--- src/rtl/farb_pkg.sv ---
package farb_pkg;
  localparam int NP = 2;

  typedef enum logic [1:0] {
    ACC_PREF  = 2'b00,
    ACC_READ  = 2'b01,
    ACC_WRITE = 2'b10
  } acc_e;

  function automatic logic [1:0] acc_rank(input logic [1:0] t);
    return t[1] ? 2'd2 : (t[0] ? 2'd1 : 2'd0);
  endfunction
endpackage

--- src/rtl/farb_pick.sv ---
module farb_pick
  import farb_pkg::*;
(
  input  logic [NP-1:0] cand_i,
  input  logic [1:0]    type0_i,
  input  logic [1:0]    type1_i,
  input  logic [1:0]    mode_i,
  input  logic          rr_fav_i,
  output logic          win_vld_o,
  output logic          win_o,
  output logic          rr_tie_o
);
  logic [1:0] rk0, rk1;
  logic       both;

  assign rk0  = acc_rank(type0_i);
  assign rk1  = acc_rank(type1_i);
  assign both = &cand_i;

  always_comb begin
    win_vld_o = |cand_i;
    rr_tie_o  = 1'b0;
    if (!both)           win_o = cand_i[1];
    else if (rk0 > rk1)  win_o = 1'b0;
    else if (rk1 > rk0)  win_o = 1'b1;
    else if (mode_i[1]) begin
      win_o    = rr_fav_i;
      rr_tie_o = 1'b1;
    end
    else                 win_o = mode_i[0];
  end
endmodule

--- src/rtl/farb_arr_ctrl.sv ---
module farb_arr_ctrl
  import farb_pkg::*;
#(
  parameter int AW = 16,
  parameter int DW = 32,
  parameter int SW = 2
) (
  input  logic                   clk_i,
  input  logic                   rst_ni,
  input  logic [1:0]             mode_i,
  input  logic [NP-1:0]          cand_i,
  input  logic [NP-1:0][1:0]     type_i,
  input  logic [NP-1:0][AW-1:0]  addr_i,
  input  logic [NP-1:0][SW-1:0]  size_i,
  input  logic [NP-1:0][DW-1:0]  wdata_i,
  input  logic                   ack_i,
  output logic                   rd_en_o,
  output logic                   wr_en_o,
  output logic [AW-1:0]          addr_o,
  output logic [SW-1:0]          size_o,
  output logic [DW-1:0]          wdata_o,
  output logic                   busy_o,
  output logic                   owner_o
);
  logic          busy_q, owner_q, wr_q, rr_q;
  logic [AW-1:0] addr_q;
  logic [SW-1:0] size_q;
  logic [DW-1:0] wdata_q;
  logic          win_vld, win, rr_tie;

  farb_pick u_pick (
    .cand_i   (cand_i),
    .type0_i  (type_i[0]),
    .type1_i  (type_i[1]),
    .mode_i   (mode_i),
    .rr_fav_i (rr_q),
    .win_vld_o(win_vld),
    .win_o    (win),
    .rr_tie_o (rr_tie)
  );

  always_ff @(posedge clk_i or negedge rst_ni) begin
    if (!rst_ni) begin
      busy_q  <= 1'b0;
      owner_q <= 1'b0;
      wr_q    <= 1'b0;
      rr_q    <= 1'b0;
      addr_q  <= '0;
      size_q  <= '0;
      wdata_q <= '0;
    end else if (busy_q) begin
      if (ack_i) busy_q <= 1'b0;
    end else if (win_vld) begin
      busy_q  <= 1'b1;
      owner_q <= win;
      wr_q    <= type_i[win][1];
      addr_q  <= addr_i[win];
      size_q  <= size_i[win];
      wdata_q <= wdata_i[win];
      if (rr_tie) rr_q <= ~win;
    end
  end

  assign rd_en_o = busy_q & ~wr_q;
  assign wr_en_o = busy_q &  wr_q;
  assign addr_o  = addr_q;
  assign size_o  = size_q;
  assign wdata_o = wdata_q;
  assign busy_o  = busy_q;
  assign owner_o = owner_q;

  p_en_excl_r6: assert property (@(posedge clk_i) disable iff (!rst_ni)
    $onehot0({rd_en_o, wr_en_o}));
  p_hold_r8: assert property (@(posedge clk_i) disable iff (!rst_ni)
    (busy_q && !ack_i) |=> (busy_q && $stable(owner_q) && $stable(addr_q)));
  p_gap_r8: assert property (@(posedge clk_i) disable iff (!rst_ni)
    (busy_q && ack_i) |=> !(rd_en_o || wr_en_o));
  p_write_first_r1: assert property (@(posedge clk_i) disable iff (!rst_ni)
    (!busy_q && &cand_i && type_i[0][1] && !type_i[1][1]) |=> (busy_q && !owner_q));
  p_fixed_p0_r2: assert property (@(posedge clk_i) disable iff (!rst_ni)
    (!busy_q && &cand_i && mode_i == 2'b00 && acc_rank(type_i[0]) == acc_rank(type_i[1]))
    |=> !owner_q);
  p_fixed_p1_r3: assert property (@(posedge clk_i) disable iff (!rst_ni)
    (!busy_q && &cand_i && mode_i == 2'b01 && acc_rank(type_i[0]) == acc_rank(type_i[1]))
    |=> owner_q);
  p_rr_fav_r4: assert property (@(posedge clk_i) disable iff (!rst_ni)
    (!busy_q && &cand_i && mode_i[1] && acc_rank(type_i[0]) == acc_rank(type_i[1]))
    |=> (owner_q == $past(rr_q) && rr_q != $past(rr_q)));
  p_stray_ack_r10: assert property (@(posedge clk_i) disable iff (!rst_ni)
    (!busy_q && ack_i && !(|cand_i)) |=> !busy_q);
endmodule

--- src/rtl/farb_port_ret.sv ---
module farb_port_ret #(
  parameter int NARR = 2,
  parameter int DW   = 32,
  parameter bit PIDX = 1'b0
) (
  input  logic [NARR-1:0]         busy_i,
  input  logic [NARR-1:0]         owner_i,
  input  logic [NARR-1:0]         ack_i,
  input  logic [NARR-1:0][DW-1:0] rdata_i,
  output logic                    gnt_o,
  output logic                    done_o,
  output logic [DW-1:0]           rdata_o
);
  logic [NARR-1:0]         own, fin;
  logic [NARR-1:0][DW-1:0] masked;

  for (genvar a = 0; a < NARR; a++) begin : g_arr
    assign own[a]    = busy_i[a] & (owner_i[a] == PIDX);
    assign fin[a]    = own[a] & ack_i[a];
    assign masked[a] = fin[a] ? rdata_i[a] : '0;
  end

  always_comb begin
    rdata_o = '0;
    for (int a = 0; a < NARR; a++) rdata_o |= masked[a];
  end

  assign gnt_o  = |own;
  assign done_o = |fin;
endmodule

--- src/rtl/flash_dual_arbiter.sv ---
module flash_dual_arbiter
  import farb_pkg::*;
#(
  parameter int NARR = 2,
  parameter int AW   = 16,
  parameter int DW   = 32,
  parameter int SW   = 2,
  localparam int SELW = (NARR > 1) ? $clog2(NARR) : 1
) (
  input  logic                     clk_i,
  input  logic                     rst_ni,
  input  logic [1:0]               mode_i,
  input  logic [NP-1:0]            req_valid_i,
  input  logic [NP-1:0][1:0]       req_type_i,
  input  logic [NP-1:0][SELW-1:0]  req_sel_i,
  input  logic [NP-1:0][AW-1:0]    req_addr_i,
  input  logic [NP-1:0][SW-1:0]    req_size_i,
  input  logic [NP-1:0][DW-1:0]    req_wdata_i,
  output logic [NP-1:0]            gnt_o,
  output logic [NP-1:0]            done_o,
  output logic [NP-1:0][DW-1:0]    rdata_o,
  output logic [NARR-1:0]          arr_rd_en_o,
  output logic [NARR-1:0]          arr_wr_en_o,
  output logic [NARR-1:0][AW-1:0]  arr_addr_o,
  output logic [NARR-1:0][SW-1:0]  arr_size_o,
  output logic [NARR-1:0][DW-1:0]  arr_wdata_o,
  input  logic [NARR-1:0]          arr_ack_i,
  input  logic [NARR-1:0][DW-1:0]  arr_rdata_i
);
  logic [NARR-1:0] busy, owner;

  for (genvar a = 0; a < NARR; a++) begin : g_arr
    logic [NP-1:0] cand;
    for (genvar p = 0; p < NP; p++) begin : g_cand
      assign cand[p] = req_valid_i[p] & (req_sel_i[p] == SELW'(a));
    end

    farb_arr_ctrl #(.AW(AW), .DW(DW), .SW(SW)) u_ctrl (
      .clk_i  (clk_i),
      .rst_ni (rst_ni),
      .mode_i (mode_i),
      .cand_i (cand),
      .type_i (req_type_i),
      .addr_i (req_addr_i),
      .size_i (req_size_i),
      .wdata_i(req_wdata_i),
      .ack_i  (arr_ack_i[a]),
      .rd_en_o(arr_rd_en_o[a]),
      .wr_en_o(arr_wr_en_o[a]),
      .addr_o (arr_addr_o[a]),
      .size_o (arr_size_o[a]),
      .wdata_o(arr_wdata_o[a]),
      .busy_o (busy[a]),
      .owner_o(owner[a])
    );
  end

  for (genvar p = 0; p < NP; p++) begin : g_port
    farb_port_ret #(.NARR(NARR), .DW(DW), .PIDX(p[0])) u_ret (
      .busy_i (busy),
      .owner_i(owner),
      .ack_i  (arr_ack_i),
      .rdata_i(arr_rdata_i),
      .gnt_o  (gnt_o[p]),
      .done_o (done_o[p]),
      .rdata_o(rdata_o[p])
    );

    p_done_held_r7: assert property (@(posedge clk_i) disable iff (!rst_ni)
      done_o[p] |-> (req_valid_i[p] && gnt_o[p]));
    p_quiet_data_r7: assert property (@(posedge clk_i) disable iff (!rst_ni)
      !done_o[p] |-> (rdata_o[p] == '0));
  end

  p_reset_quiet_r9: assert property (@(posedge clk_i)
    !rst_ni |-> !(|{arr_rd_en_o, arr_wr_en_o}));
endmodule

--- config.mk ---
export PLATFORM = sky130hd
export DESIGN_NAME = flash_dual_arbiter
export DESIGN_NICKNAME = d
export VERILOG_FILES = /design/src/rtl/farb_pkg.sv /design/src/rtl/farb_pick.sv /design/src/rtl/farb_arr_ctrl.sv /design/src/rtl/farb_port_ret.sv /design/src/rtl/flash_dual_arbiter.sv
export SDC_FILE = /design/constraint.sdc
export NUM_CORES = 1
export LEC_CHECK = 0
export ABC_AREA = 1
export BUFFER_PORTS_ARGS = -buffer_cell sky130_fd_sc_hd__buf_4
export CORE_MARGIN = 1.5
export CORE_UTILIZATION = 30
export CTS_CLUSTER_SIZE = 24
export DETAILED_ROUTE_END_ITERATION = 6
export GPL_ROUTABILITY_DRIVEN = 0
export PLACE_DENSITY = 0.6
export SYNTH_ARGS = -nofsm -noshare
export SYNTH_HDL_FRONTEND = slang
export SYNTH_SLANG_ARGS = --single-unit
--- constraint.sdc ---
create_clock -name clk_i -period 2.7 [get_ports clk_i]
set_input_delay 0.27 -clock clk_i [delete_from_list [all_inputs] [get_ports clk_i]]
set_output_delay 0.27 -clock clk_i [all_outputs]
set_load 0.005 [all_outputs]
# [Yosys cells after proc, flatten, opt, wreduce, memory -nomap -nowiden]
# Cells that the tools add are included.
[op_classes] reduce_logical=12 order_cmp=4 bitwise_logic=28 n_mux=43
[ops] operator="$mux W32" count=8
[ops] operator="$mux W16" count=4
[ops] operator="$or A32 B32 Y32" count=2
[ops] operator="$mux W1" count=21
[ops] operator="$mux W2" count=10
[ops] operator="$and A1 B1 Y1" count=16
[ops] operator="$reduce_or A2 Y1" count=6
[ops] operator="$not A1 Y1" count=10
[ops] operator="$reduce_and A2 Y1" count=4
[ops] operator="$reduce_and A3 Y1" count=2
[ops] operator="$gt A2 B2 Y1" count=2
[ops] operator="$lt A1 B2 Y1 const B" count=2
[word_totals] output_inout_bits=172 reg_bits=108

# [Logic depth before layout (Yosys ltp)]
# Gate-level depths: netlist of run 1.
[logic_depth] ltp_word=8 mapped_depth=12 depth_no_buf=11

# [Modules after synthesis]
# Synthesis of run 1 repeated with hierarchy kept, for this count alone.
[hier_totals] cells_unflattened=1100 area_unflattened_um2=7344.5
[by_module_without_submodules] module="farb_arr_ctrl" area_per_inst_um2=2737.6 cells_each=396 n_inst=2
[by_module_without_submodules] module="farb_port_ret at g_port[1].u_ret" area_per_inst_um2=813.3 cells_each=126 n_inst=1
[by_module_without_submodules] module="farb_port_ret at g_port[0].u_ret" area_per_inst_um2=770.7 cells_each=126 n_inst=1
[by_module_without_submodules] module="farb_pick" area_per_inst_um2=125.1 cells_each=24 n_inst=2
[by_module_without_submodules] module="flash_dual_arbiter" area_per_inst_um2=35.0 cells_each=8 n_inst=1

# [Worst setup path before layout of run 1]
# OpenSTA, ideal clock, no wires.
[synth_timing] kind="input to register" from="input port req_type_i[3] (netlist bit)" to="register g_arr[0].u_ctrl.addr_q[13]" arrival_ns=1.432 required_time_ns=2.582 stages=11 n_path_buf=1 setup_ns=0.118 path_slack_ns=1.150 cell_sequence="inv_1 -> nand2_1 -> ha_1 -> nand2_1 -> inv_1 -> nand3_1 -> nand3_2 -> buf_1 -> nand3_1 -> nand3_1 -> nand2_1"
[synth_via] elab_chain_cells=7 elab_cells_between_ends=8 cone_classes="order compare (2); mux (6)"
[synth_lines] item="start: declaration" line="flash_dual_arbiter.sv:14" rtl="input logic [NP-1:0][1:0] req_type_i,"
[synth_lines] item="$mux W2 *" line="farb_pkg.sv:11" rtl="return t[1] ? 2'd2 : (t[0] ? 2'd1 : 2'd0);"
[synth_lines] item="$gt A2 B2 Y1" line="farb_pick.sv:25" rtl="else if (rk1 > rk0) win_o = 1'b1;"
[synth_lines] item="$mux W1" line="farb_pick.sv:25"
[synth_lines] item="$mux W1 *" line="farb_pick.sv:24" rtl="else if (rk0 > rk1) win_o = 1'b0;"
[synth_lines] item="$mux W1 *" line="farb_pick.sv:23" rtl="if (!both) win_o = cand_i[1];"
[synth_lines] item="$mux W16 (not written as such) * (2 in series)" line="farb_arr_ctrl.sv:57" rtl="addr_q <= addr_i[win];"
[synth_lines] item="end signal: assignment" line="farb_arr_ctrl.sv:57"
[synth_lines] item="end: declaration" line="farb_arr_ctrl.sv:26" rtl="logic [AW-1:0] addr_q;"
# Mark *: on every way between the ends. The rest lies on a longest branch, timed or not. The select of a mux whose other input is x is not followed.
# A chain may end at the register's enable or synchronous reset.

==> metrics.md, run 1 <==
| Metric | Value |
|---|---|
| Placeable core area | 0.0212 mm² |
| Reported max-cap violation count | 0 |
| Max frequency | 422 MHz |
| Wire per inst | 17.6 µm |
| Final #Nets | 1475 |
| Via-per-instance ratio | 4.86 |
| Die width | 151 µm |
| Critical path required time | 2.43 ns |
| Min cycle time layout | 2.37 ns |
| Post-CTS Setup Inserts | 0 |
| Cell variety after synth | 16 |
| Worst Setup End Kind | primary output |
| Clock edge transition at the registers on the reported setup and hold paths | 0.09 ns |
| Die Outline Area | 0.0227 mm² |
| Portion of the clock cycle consumed by the worst path in the final layout | 87.8% |
| Worst Path Class, Setup | reg -> out |
| Syn_nets | 1164 |
| Power density cells | 625 mW/mm² |
| Setup repair after global routing missed its margin | no |
| Setup tns final | 0 ns |
| Top-level port count | 350 |
| Slew @ Worst Pin | 0.851 ns |
| Total placed cells including tap cells | 1559 |
| Normalized max-slew margin | 43.3% |
| Overall track demand over capacity in global routing | 23.8% |
| Violations in the final reports | hold timing |
| Multi-input gate area in the final layout | 0.00286 mm² |
| Synth Instances | 984 |
| Final Max Tran Viols | 0 |
| Worst endpoint data arrival time | 2.10 ns |
| # clock sinks | 108 |
| CTS tree | built |
| Total wirelength of the detailed-routed design | 27.7 mm |
| Number of global-route vias before repair | 7125 |
| FF/Latch Area | 0.00270 mm² |
| Met1 layer wirelength in the final routing | 10.7 mm |
| CP startpoint kind | flip-flop |
| Sequential share of power | 38.7% |
| # hold bufs at CTS | 0 |
| Global-route wire length before repair | 41.1 mm |
| Type of the tightest min-delay check | in -> async |
| Final worst clock skew | 0.0152 ns |
| Relative contribution of the clock network to total power | 22.5% |
| Mean instance size in the synthesized netlist | 6.65 µm² |
| Count of instances resized after the clock tree is built | 0 |
| Starting Density | 30.8% |
| Total DRC errors in the routed layout | 0 |
| Port bufs | 349 |
| Vertical die dimension | 151 µm |
| Antenna-violating nets left | 0 |
| Finished Layout Cells | 1576 |
| Setup-failing EPs final | 0 |
| Overall Power | 0.00608 W |
| Final-layout worst hold slack | -0.00566 ns |
| Relative contribution of combinational cells to total power | 38.8% |
| Total CTS buffers | 9 |
| Library cell used as clock root buffer | sky130_fd_sc_hd__clkbuf_16 |
| Total length of routed met3 wires | 2.30 mm |
| Status | finished, violations left |
| Number of H-tree levels | 3 |
| Switching power summed over all nets | 0.00214 W |
| Switching part of the total | 35.2% |
| Post-Synthesis Cell Area | 0.00655 mm² |
| Worst-case setup margin in the final layout | 0.330 ns |
| Detailed placement HPWL | 19.4 mm |
| Post-synthesis sequential element count | 108 |
| Pre-CTS setup slack | 0.723 ns |
| Clock latency of the later-clocked register in the worst-skew pair | 0.36 ns |
| Congestion Overflow GR | 0 |
| Maximum number of pins on one net before global-route repair | 63 |
| Total number of vias | 7667 |
| Total of fill cells in the finished design | 2208 |
| Number of detailed-routing iterations run before antenna repair | 7 |
| Share of cells above drive strength 1 | 30.5% |
| Max Used Layer | met4 |
| Warnings, synthesis | 0 |
| Largest fanout of any net on the critical path | 18 |
| Total count of hold-check failures in the final report | 5 |
| Antenna violations before repair | 1 |
| Leak Pwr | 5.75 nW |
| Initial detailed-routing violation count | 378 |
| Growth of design area from synthesis to finish | 48.4% |
| Number of cell rows | 53 |
| Worst-case clock buffer depth | 2 |
| Post-synthesis sequential area ratio | 41.3% |
| Routed length on met2 | 13.8 mm |
| Pint | 0.00394 W |
| Maximum vdd drop | 264 µV |
-- metrics by stage --
stage / utilization (%) / cell area [µm²] / hold slack (ns)
6_report: 45.8 / 9720 / -0.00566
5_1_grt: 45.8 / 9720 / 0.0423
4_1_cts: 45.8 / 9710 / 0.0241
3_5_place_dp: 44.4 / 9410 / 0.425
3_3_place_gp: 44.4 / 9410 / 0.429
2_1_floorplan: - / 6550 / -0.0256
-- worst max-delay path, stage by stage, from the launching register on --
cell and delay (ns):
sky130_fd_sc_hd__dfrtp_1 0.45, sky130_fd_sc_hd__nand3_1 0.56, sky130_fd_sc_hd__o22ai_1 0.53, sky130_fd_sc_hd__buf_4 0.20
-- logic make-up after synthesis --
kind of cell | count (synthesis) | share of synthesized area [%]
buffers and inverters | 251 | 15.4
AND/OR/NAND/NOR | 549 | 35.9
adder cells (fa/ha/maj) | 2 | 0.382
flip-flops | 108 | 41.3
AO/OA/AOI/OAI | 74 | 7.03
-- cell usage in the layout (no fill, tap or decap) --
master                      Yosys  routed
sky130_fd_sc_hd__clkbuf_8       0       1
sky130_fd_sc_hd__diode_2        0       1
sky130_fd_sc_hd__inv_2          2       2
sky130_fd_sc_hd__nor2_1         5       5
sky130_fd_sc_hd__inv_8          0       1
sky130_fd_sc_hd__buf_12         0       4
sky130_fd_sc_hd__clkinv_8       0       1
sky130_fd_sc_hd__inv_1        179     179
sky130_fd_sc_hd__clkbuf_16      0       9
sky130_fd_sc_hd__inv_6          0       2
sky130_fd_sc_hd__o22ai_1       66      66
sky130_fd_sc_hd__dfrtp_1      108     108
sky130_fd_sc_hd__nand2_1      325     325
sky130_fd_sc_hd__clkinv_4       0       2
sky130_fd_sc_hd__buf_4         18     366
sky130_fd_sc_hd__o21ai_0        6       6
sky130_fd_sc_hd__nand3_1      214     212
sky130_fd_sc_hd__nand2_2        2       2
sky130_fd_sc_hd__a21oi_4        0       2
sky130_fd_sc_hd__and3_1         1       1
sky130_fd_sc_hd__nand3_2        2       4
sky130_fd_sc_hd__ha_1           2       2
-- flip-flops by register name, indices dropped and copies added, names as in the netlist --
signal	flops
g_arr.u_ctrl.wr_q	2
g_arr.u_ctrl.owner_o	2
g_arr.u_ctrl.addr_o	32
g_arr.u_ctrl.size_o	4
g_arr.u_ctrl.busy_o	2
g_arr.u_ctrl.rr_q	2
g_arr.u_ctrl.wdata_o	64
-- power groups by stage --
stage	sequential, W	clock (W)	combinational, W
after floorplan	0.00236	0	0.000918
after global placement	0.00237	0	0.00236
after detailed placement	0.00237	0	0.00238
after CTS	0.00235	0.00141	0.00238
after global routing	0.00241	0.00147	0.00259
final	0.00235	0.00137	0.00236
-- final cells by class --
type	instances	area share, %
tap	275	3.54
clock buffer	10	2.46
sequential	108	27.8
inverter	181	6.99
multi-input combinational	625	29.4
antenna	1	0.0258
timing repair buffer	370	29.1
clock inverter	6	0.644
-- cells in the mapped netlist (all sizes together) --
| master | n | area share (%) |
|---|---|---|
| inv | 181 | 10 |
| o22ai | 66 | 6.3 |
| a21oi | 2 | 0.27 |
| nor2 | 5 | 0.29 |
| ha | 2 | 0.38 |
| and3 | 1 | 0.096 |
| buf | 19 | 2.1 |
| o21ai | 6 | 0.46 |
| nand3 | 216 | 17 |
| dfrtp | 108 | 41 |
| clkbuf | 51 | 2.9 |
| nand2 | 327 | 19 |
-- worst paths after layout --
check,start,end,slack (ns),depth (start not counted)
setup / recovery,g_arr[1].u_ctrl.busy_o,rdata_o[60],0.33,3
hold / removal,rst_ni,g_arr[1].u_ctrl.wdata_o[4],-0.006,1
setup reg to reg,g_arr[0].u_ctrl.busy_o,g_arr[0].u_ctrl.rr_q,1.03,5
hold reg to reg,g_arr[1].u_ctrl.wdata_o[2],g_arr[1].u_ctrl.wdata_o[2],0.49,2
max in group asynchronous,rst_ni,g_arr[0].u_ctrl.wdata_o[17],1.96,2
min in group clk_i,arr_ack_i[1],g_arr[1].u_ctrl.busy_o,0.13,2
-- routing by layer --
layer,vias up,GRT usage (%)
li1,3712,-
met1,3551,28.3
met2,356,41.0
met3,48,5.36
met4,0,10.0
met5,-,0
No activity file was read; power rests on OpenSTA's default activity.
==> inputs of run 2 (changes only) <==
--- a/config.mk
+++ b/config.mk
@@ -18 +18,2 @@
 export SYNTH_SLANG_ARGS = --single-unit
+export TNS_END_PERCENT = 30
--- a/constraint.sdc
+++ b/constraint.sdc
@@ -3,2 +3,2 @@
 set_output_delay 0.27 -clock clk_i [all_outputs]
-set_load 0.005 [all_outputs]
+set_load 0.05 [all_outputs]
==> metrics.md, run 2 (synthesis gave the netlist of run 1 again) <==
| Metric | Value |
|---|---|
| Flip-flop count of the largest register, all copies and words added | 64 (unchanged) |
| Setup-failing EPs final | 0 (unchanged) |
| Worst Setup End Kind | primary output (unchanged) |
| Type of the tightest min-delay check | in -> async (unchanged) |
| Endpoint of the most critical register-to-register path | g_arr[0].u_ctrl.rr_q (unchanged) |
| Share of cells above drive strength 1 | 30.5% (about the same) |
| Total wirelength of the detailed-routed design | 27.2 mm (was 27.7 mm) |
| Normalized max-slew margin | 42.4% (was 43.3%) |
| Growth of design area from synthesis to finish | 48.5% (was 48.4%) |
| Final Max Tran Viols | 0 (unchanged) |
| Total placed cells including tap cells | 1560 (was 1559) |
| Number of H-tree levels | 3 (unchanged) |
| Library cell used as clock root buffer | sky130_fd_sc_hd__clkbuf_16 (unchanged) |
| Violations in the final reports | hold timing (unchanged) |
| Via-per-instance ratio | 4.86 (about the same) |
| Power density cells | 832 mW/mm² (was 625 mW/mm²) |
| CP startpoint kind | flip-flop (unchanged) |
| Finished Layout Cells | 1578 (was 1576) |
| Highest-count cells in the layout ignoring fill and taps | 367 x sky130_fd_sc_hd__buf_4, 325 x sky130_fd_sc_hd__nand2_1, 212 x sky130_fd_sc_hd__nand3_1, 179 x sky130_fd_sc_hd__inv_1, 108 x sky130_fd_sc_hd__dfrtp_1 (was 366 x sky130_fd_sc_hd__buf_4, 325 x sky130_fd_sc_hd__nand2_1, 212 x sky130_fd_sc_hd__nand3_1, 179 x sky130_fd_sc_hd__inv_1, 108 x sky130_fd_sc_hd__dfrtp_1) |
| Worst-case setup margin in the final layout | 0.408 ns (was 0.330 ns) |
| Worst R2R Start | g_arr[0].u_ctrl.busy_o (unchanged) |
| Maximum vdd drop | 461 µV (was 264 µV) |
| Placeable core area | 0.0212 mm² (unchanged) |
| Largest fanout of any net on the critical path | 24 (was 18) |
| Detailed placement HPWL | 19.5 mm (was 19.4 mm) |
| Number of detailed-routing iterations run before antenna repair | 5 (was 7) |
| Initial detailed-routing violation count | 318 (was 378) |
| Total count of hold-check failures in the final report | 1 (was 5) |
| Antenna-violating nets left | 0 (unchanged) |
| FF/Latch Area | 0.00270 mm² (unchanged) |
| Number of global-route vias before repair | 7347 (was 7125) |
| Worst-case clock buffer depth | 2 (unchanged) |
| Worst path cell trace | nand3_1 > buf_4 > o22ai_1 > buf_4 (was nand3_1 > o22ai_1 > buf_4) |
| Count of instances resized after the clock tree is built | 0 (unchanged) |
| Total DRC errors in the routed layout | 0 (unchanged) |
| Worst endpoint data arrival time | 2.02 ns (was 2.10 ns) |
| CP endpoint | rdata_o[26] (was rdata_o[60]) |
| Depth of the critical timing path with buffers and inverters included | 4 (was 3) |
| # clock sinks | 108 (unchanged) |
| Total number of vias | 7675 (was 7667) |
| Multi-input gate area in the final layout | 0.00286 mm² (unchanged) |
| Clock latency of the later-clocked register in the worst-skew pair | 0.36 ns (about the same) |
| CTS tree | built (unchanged) |
| Maximum number of pins on one net before global-route repair | 63 (unchanged) |
| R2R setup slack | 1.04 ns (was 1.03 ns) |
| Congestion Overflow GR | 0 (unchanged) |
| Master of the slowest instance on the critical path | sky130_fd_sc_hd__dfrtp_1 (was sky130_fd_sc_hd__nand3_1) |
| Number of cell rows | 53 (unchanged) |
| Overall track demand over capacity in global routing | 23.6% (was 23.8%) |
| Total CTS buffers | 9 (unchanged) |
| Reported max-cap violation count | 0 (unchanged) |
| Crit path top cell by count | sky130_fd_sc_hd__buf_4 |
| Die Outline Area | 0.0227 mm² (unchanged) |
| Worst setup startpoint | g_arr[1].u_ctrl.busy_o (unchanged) |
| Final-layout worst hold slack | -0.00146 ns (was -0.00566 ns) |
| Leak Pwr | 5.75 nW (about the same) |
| Slew @ Worst Pin | 0.864 ns (was 0.851 ns) |
| Kind of cell adding the most delay to the critical path | buffers and inverters (was simple AND/OR/NAND/NOR gates) |
| Setup repair after global routing missed its margin | no (unchanged) |
| Post-CTS Setup Inserts | 0 (unchanged) |
| Vertical die dimension | 151 µm (unchanged) |
| Critical path required time | 2.43 ns (about the same) |
| Starting Density | 30.8% (unchanged) |
| Clock edge transition at the registers on the reported setup and hold paths | 0.08 ns (was 0.09 ns) |
| Most common cell after layout, fill and taps aside | sky130_fd_sc_hd__buf_4 (unchanged) |
| Global-route wire length before repair | 40.7 mm (was 41.1 mm) |
| Number of cells on the worst reg-to-reg path | 5 (unchanged) |
| # hold bufs at CTS | 0 (unchanged) |
| Status | finished, violations left (unchanged) |
| Total of fill cells in the finished design | 2254 (was 2208) |
| Pre-CTS setup slack | 0.811 ns (was 0.723 ns) |
| Wire per inst | 17.2 µm (was 17.6 µm) |
| Port bufs | 349 (unchanged) |
| Max frequency | 436 MHz (was 422 MHz) |
| Die width | 151 µm (unchanged) |
| Maximum cell stage delay along the critical path | 0.47 ns (was 0.56 ns) |
| Portion of the clock cycle consumed by the worst path in the final layout | 84.9% (was 87.8%) |
| Top-level port count | 350 (unchanged) |
| Final worst clock skew | 0.0115 ns (was 0.0152 ns) |
| Setup tns final | 0 ns (unchanged) |
| Final #Nets | 1476 (was 1475) |
| Antenna violations before repair | 2 (was 1) |
| Worst Path Class, Setup | reg -> out (unchanged) |
| Sum of buffers and inverters on the critical path | 2 (was 1) |
| Min cycle time layout | 2.29 ns (was 2.37 ns) |
==> run 2: cell types whose count changed in the layout (fill, tap and decap cells not counted) <==
cell,delta
sky130_fd_sc_hd__inv_8,+1
sky130_fd_sc_hd__clkinvlp_4,+2
sky130_fd_sc_hd__clkinv_2,+1
sky130_fd_sc_hd__inv_6,-2
sky130_fd_sc_hd__buf_4,+1
sky130_fd_sc_hd__diode_2,+1
sky130_fd_sc_hd__clkbuf_8,+1
sky130_fd_sc_hd__clkinv_8,-1
sky130_fd_sc_hd__clkinv_4,-2
==> run 2: metal layers <==
layer,wire length [µm],GRT usage [%],vias up
li1,-,-,3714
met1,10200,26.6,3565
met2,13400,41.3,337
met3,2450,5.39,59
met4,1170,12.1,0
met5,0,0,-
==> run 2: cell type report <==
class	count	area share, %
Tap cell	275	3.54
Clock buffer	11	2.60
Sequential cell	108	27.8
Timing Repair Buffer	371	29.2
Antenna cell	2	0.0515
Inverter	181	6.99
Multi-Input combinational cell	625	29.4
Clock inverter	5	0.438
==> run 2: through the flow <==
stage                     instance area (µm²)  util [%]  power, W  hold slack (ns)
after global placement                   9420      44.4   0.00675            0.439
after detailed placement                 9420      44.4   0.00676            0.423
after floorplan                          6550         -   0.00521          -0.0256
after global routing                     9720      45.8   0.00846           0.0660
final                                    9720      45.8   0.00808         -0.00146
after CTS                                9720      45.8   0.00815           0.0283
==> run 2: worst min-delay path by stage <==
stage,start,endpoint,slack (ns),cells past startpoint
6_report,rst_ni,g_arr[1].u_ctrl.wdata_o[4],-0.001,1
5_1_grt,rst_ni,g_arr[1].u_ctrl.wdata_o[4],0.07,1
4_1_cts,rst_ni,g_arr[1].u_ctrl.wdata_o[4],0.03,1
3_5_place_dp,rst_ni,g_arr[1].u_ctrl.wdata_o[4],0.42,1
3_3_place_gp,rst_ni,g_arr[1].u_ctrl.wdata_o[6],0.44,1
2_1_floorplan,rst_ni,g_arr[0].u_ctrl.addr_o[0],-0.03,0
==> run 2: report_power, final <==
part / switching [W] / total [W] / leakage [nW] / internal (W)
sequential: 0.000295 / 0.00236 / 1.32 / 0.00206
combinational: 0.00310 / 0.00436 / 4.28 / 0.00126
clock: 0.000676 / 0.00137 / 0.142 / 0.000690
total: 0.00408 / 0.00808 / 5.75 / 0.00401
==> inputs of run 3 (changes only) <==
- clock period: 2.7 -> 2.2 ns (I/O delays scaled with it)
==> metrics.md, run 3 (synthesis gave the netlist of run 1 again) <==
| Metric | Value |
|---|---|
| Max frequency | 494 MHz |
| CP startpoint kind | flip-flop (unchanged) |
| Total count of hold-check failures in the final report | 0 (was 1) |
| Vertical die dimension | 151 µm (unchanged) |
| Leak Pwr | 5.76 nW (was 5.75 nW) |
| Slew @ Worst Pin | 1.11 ns (was 0.864 ns) |
| Antenna-violating nets left | 0 (unchanged) |
| Number of H-tree levels | 3 (unchanged) |
| Die Outline Area | 0.0227 mm² (unchanged) |
| Worst path cell trace | nand3_1 > buf_4 > buf_4 > o22ai_1 > buf_4 (was nand3_1 > buf_4 > o22ai_1 > buf_4) |
| Clock latency of the later-clocked register in the worst-skew pair | 0.36 ns (about the same) |
| Status | finished clean (was finished, violations left) |
| Maximum cell stage delay along the critical path | 0.48 ns (was 0.47 ns) |
| Clock edge transition at the registers on the reported setup and hold paths | 0.07 ns (was 0.08 ns) |
| Min cycle time layout | 2.03 ns |
| Worst endpoint data arrival time | 1.81 ns (was 2.02 ns) |
| Normalized max-slew margin | 26.2% (was 42.4%) |
| Multi-input gate area in the final layout | 0.00286 mm² (about the same) |
| Placeable core area | 0.0212 mm² (unchanged) |
| Total number of vias | 7677 (was 7675) |
| Die width | 151 µm (unchanged) |
| Reported max-cap violation count | 0 (unchanged) |
| Setup-failing EPs final | 0 (unchanged) |
| Port bufs | 349 (unchanged) |
| Top-level port count | 350 (unchanged) |
| FF/Latch Area | 0.00270 mm² (unchanged) |
| Final Max Tran Viols | 0 (unchanged) |
| Final cell utilization of the core | 45.9% (was 45.8%) |
| Most common cell after layout, fill and taps aside | sky130_fd_sc_hd__buf_4 (unchanged) |
| Largest fanout of any net on the critical path | 20 (was 24) |
| Congestion Overflow GR | 0 (unchanged) |
| Total CTS buffers | 9 (unchanged) |
| Master of the slowest instance on the critical path | sky130_fd_sc_hd__dfrtp_1 (unchanged) |
| Starting Density | 30.8% (unchanged) |
| Worst Path Class, Setup | reg -> out (unchanged) |
| Global-route wire length before repair | 40.4 mm (was 40.7 mm) |
| Share of cells above drive strength 1 | 30.7% (was 30.5%) |
| Detailed placement HPWL | 19.8 mm (was 19.5 mm) |
| Final #Nets | 1480 (was 1476) |
| Wire per inst | 17.3 µm (was 17.2 µm) |
| Total of fill cells in the finished design | 2233 (was 2254) |
| Initial detailed-routing violation count | 354 (was 318) |
| Worst Setup End Kind | primary output (unchanged) |
| Finished Layout Cells | 1581 (was 1578) |
| CTS tree | built (unchanged) |
| Overall track demand over capacity in global routing | 23.5% (was 23.6%) |
| Flip-flop count of the largest register, all copies and words added | 64 (unchanged) |
| Number of cell rows | 53 (unchanged) |
| Setup tns final | 0 ns (unchanged) |
| Maximum vdd drop | 441 µV (was 461 µV) |
| Number of detailed-routing iterations run before antenna repair | 5 (unchanged) |
| # clock sinks | 108 (unchanged) |
| Critical path required time | 1.98 ns (was 2.43 ns) |
| Maximum number of pins on one net before global-route repair | 54 (was 63) |
| Via-per-instance ratio | 4.86 (about the same) |
| Worst-case clock buffer depth | 2 (unchanged) |
| Total DRC errors in the routed layout | 0 (unchanged) |
| Growth of design area from synthesis to finish | 48.7% (was 48.5%) |
| Overall Power | 0.00988 W (was 0.00808 W) |
| Antenna violations before repair | 1 (was 2) |
| Highest-count cells in the layout ignoring fill and taps | 371 x sky130_fd_sc_hd__buf_4, 325 x sky130_fd_sc_hd__nand2_1, 211 x sky130_fd_sc_hd__nand3_1, 179 x sky130_fd_sc_hd__inv_1, 108 x sky130_fd_sc_hd__dfrtp_1 (was 367 x sky130_fd_sc_hd__buf_4, 325 x sky130_fd_sc_hd__nand2_1, 212 x sky130_fd_sc_hd__nand3_1, 179 x sky130_fd_sc_hd__inv_1, 108 x sky130_fd_sc_hd__dfrtp_1) |
| Final worst clock skew | 0.0153 ns (was 0.0115 ns) |
| Portion of the clock cycle consumed by the worst path in the final layout | 92.1% |
| Total wirelength of the detailed-routed design | 27.3 mm (was 27.2 mm) |
| Library cell used as clock root buffer | sky130_fd_sc_hd__clkbuf_16 (unchanged) |
| Number of global-route vias before repair | 7321 (was 7347) |
| Type of the tightest min-delay check | in -> reg (was in -> async) |
| Crit path top cell by count | sky130_fd_sc_hd__buf_4 (unchanged) |
| Setup repair after global routing missed its margin | no (unchanged) |
| Total placed cells including tap cells | 1563 (was 1560) |
| Power density cells | 1010 mW/mm² (was 832 mW/mm²) |
run 3: path summary, 6_finish.rpt:
path                                             from                     endpoint  slack [ns]  cells after the start
min in group asynchronous                      rst_ni  g_arr[1].u_ctrl.wdata_o[20]        0.31                      2
max                            g_arr[0].u_ctrl.busy_o                  rdata_o[63]        0.17                      5
min                                      arr_ack_i[1]       g_arr[1].u_ctrl.busy_o        0.09                      2
min reg2reg                g_arr[1].u_ctrl.wdata_o[1]   g_arr[1].u_ctrl.wdata_o[1]        0.48                      2
max in group asynchronous                      rst_ni    g_arr[0].u_ctrl.addr_o[3]        1.22                      3
max reg2reg                    g_arr[0].u_ctrl.busy_o       g_arr[0].u_ctrl.busy_o        0.46                      3
run 3: power by group:
| group | internal [W] | switching [W] |
|---|---|---|
| Clock | 0.000816 | 0.000804 |
| Sequential | 0.00253 | 0.000365 |
| Combinational | 0.00154 | 0.00382 |
| Total | 0.00489 | 0.00499 |
run 3: timing repair:
action	in CTS	in global routing
endpoints found under the setup margin	0	10
hold endpoints to repair	21	0
buffers inserted	0	0
resized for setup	0	1
hold buffers	1	0
run 3: layer usage:
layer  part of all wire [%]  global-route usage (%)
met1                     37                    26.6
met2                     49                    40.2
met3                    9.0                    6.42
met4                    5.1                    12.7
met5                      0                       0
run 3: final cells by class:
| cell class | instances | share of cell area (%) |
|---|---|---|
| timing repair buffer | 375 | 29.3 |
| sequential | 108 | 27.8 |
| antenna | 1 | 0.0257 |
| inverter | 181 | 6.98 |
| multi-input combinational | 625 | 29.4 |
| tap | 275 | 3.53 |
| clock inverter | 5 | 0.475 |
| clock buffer | 11 | 2.49 |
run 3: worst max-delay path, delay by kind of cell (launching register included):
family	cells	cell delay, ns
buffers and inverters	3	0.66
and+or+nand+nor	1	0.11
AOI/OAI and AO/OA	1	0.21
DFF	1	0.48
run 3: metrics by stage:
stage | setup slack (ns) | hold WS (ns) | cell area, µm²
6_report | 0.174 | 0.0903 | 9740
5_1_grt | 0.0628 | 0.0857 | 9740
4_1_cts | 0.0488 | 0.0684 | 9730
3_5_place_dp | 0.354 | 0.160 | 9430
3_3_place_gp | 0.369 | 0.156 | 9430
2_1_floorplan | 0.384 | -0.0756 | 6550
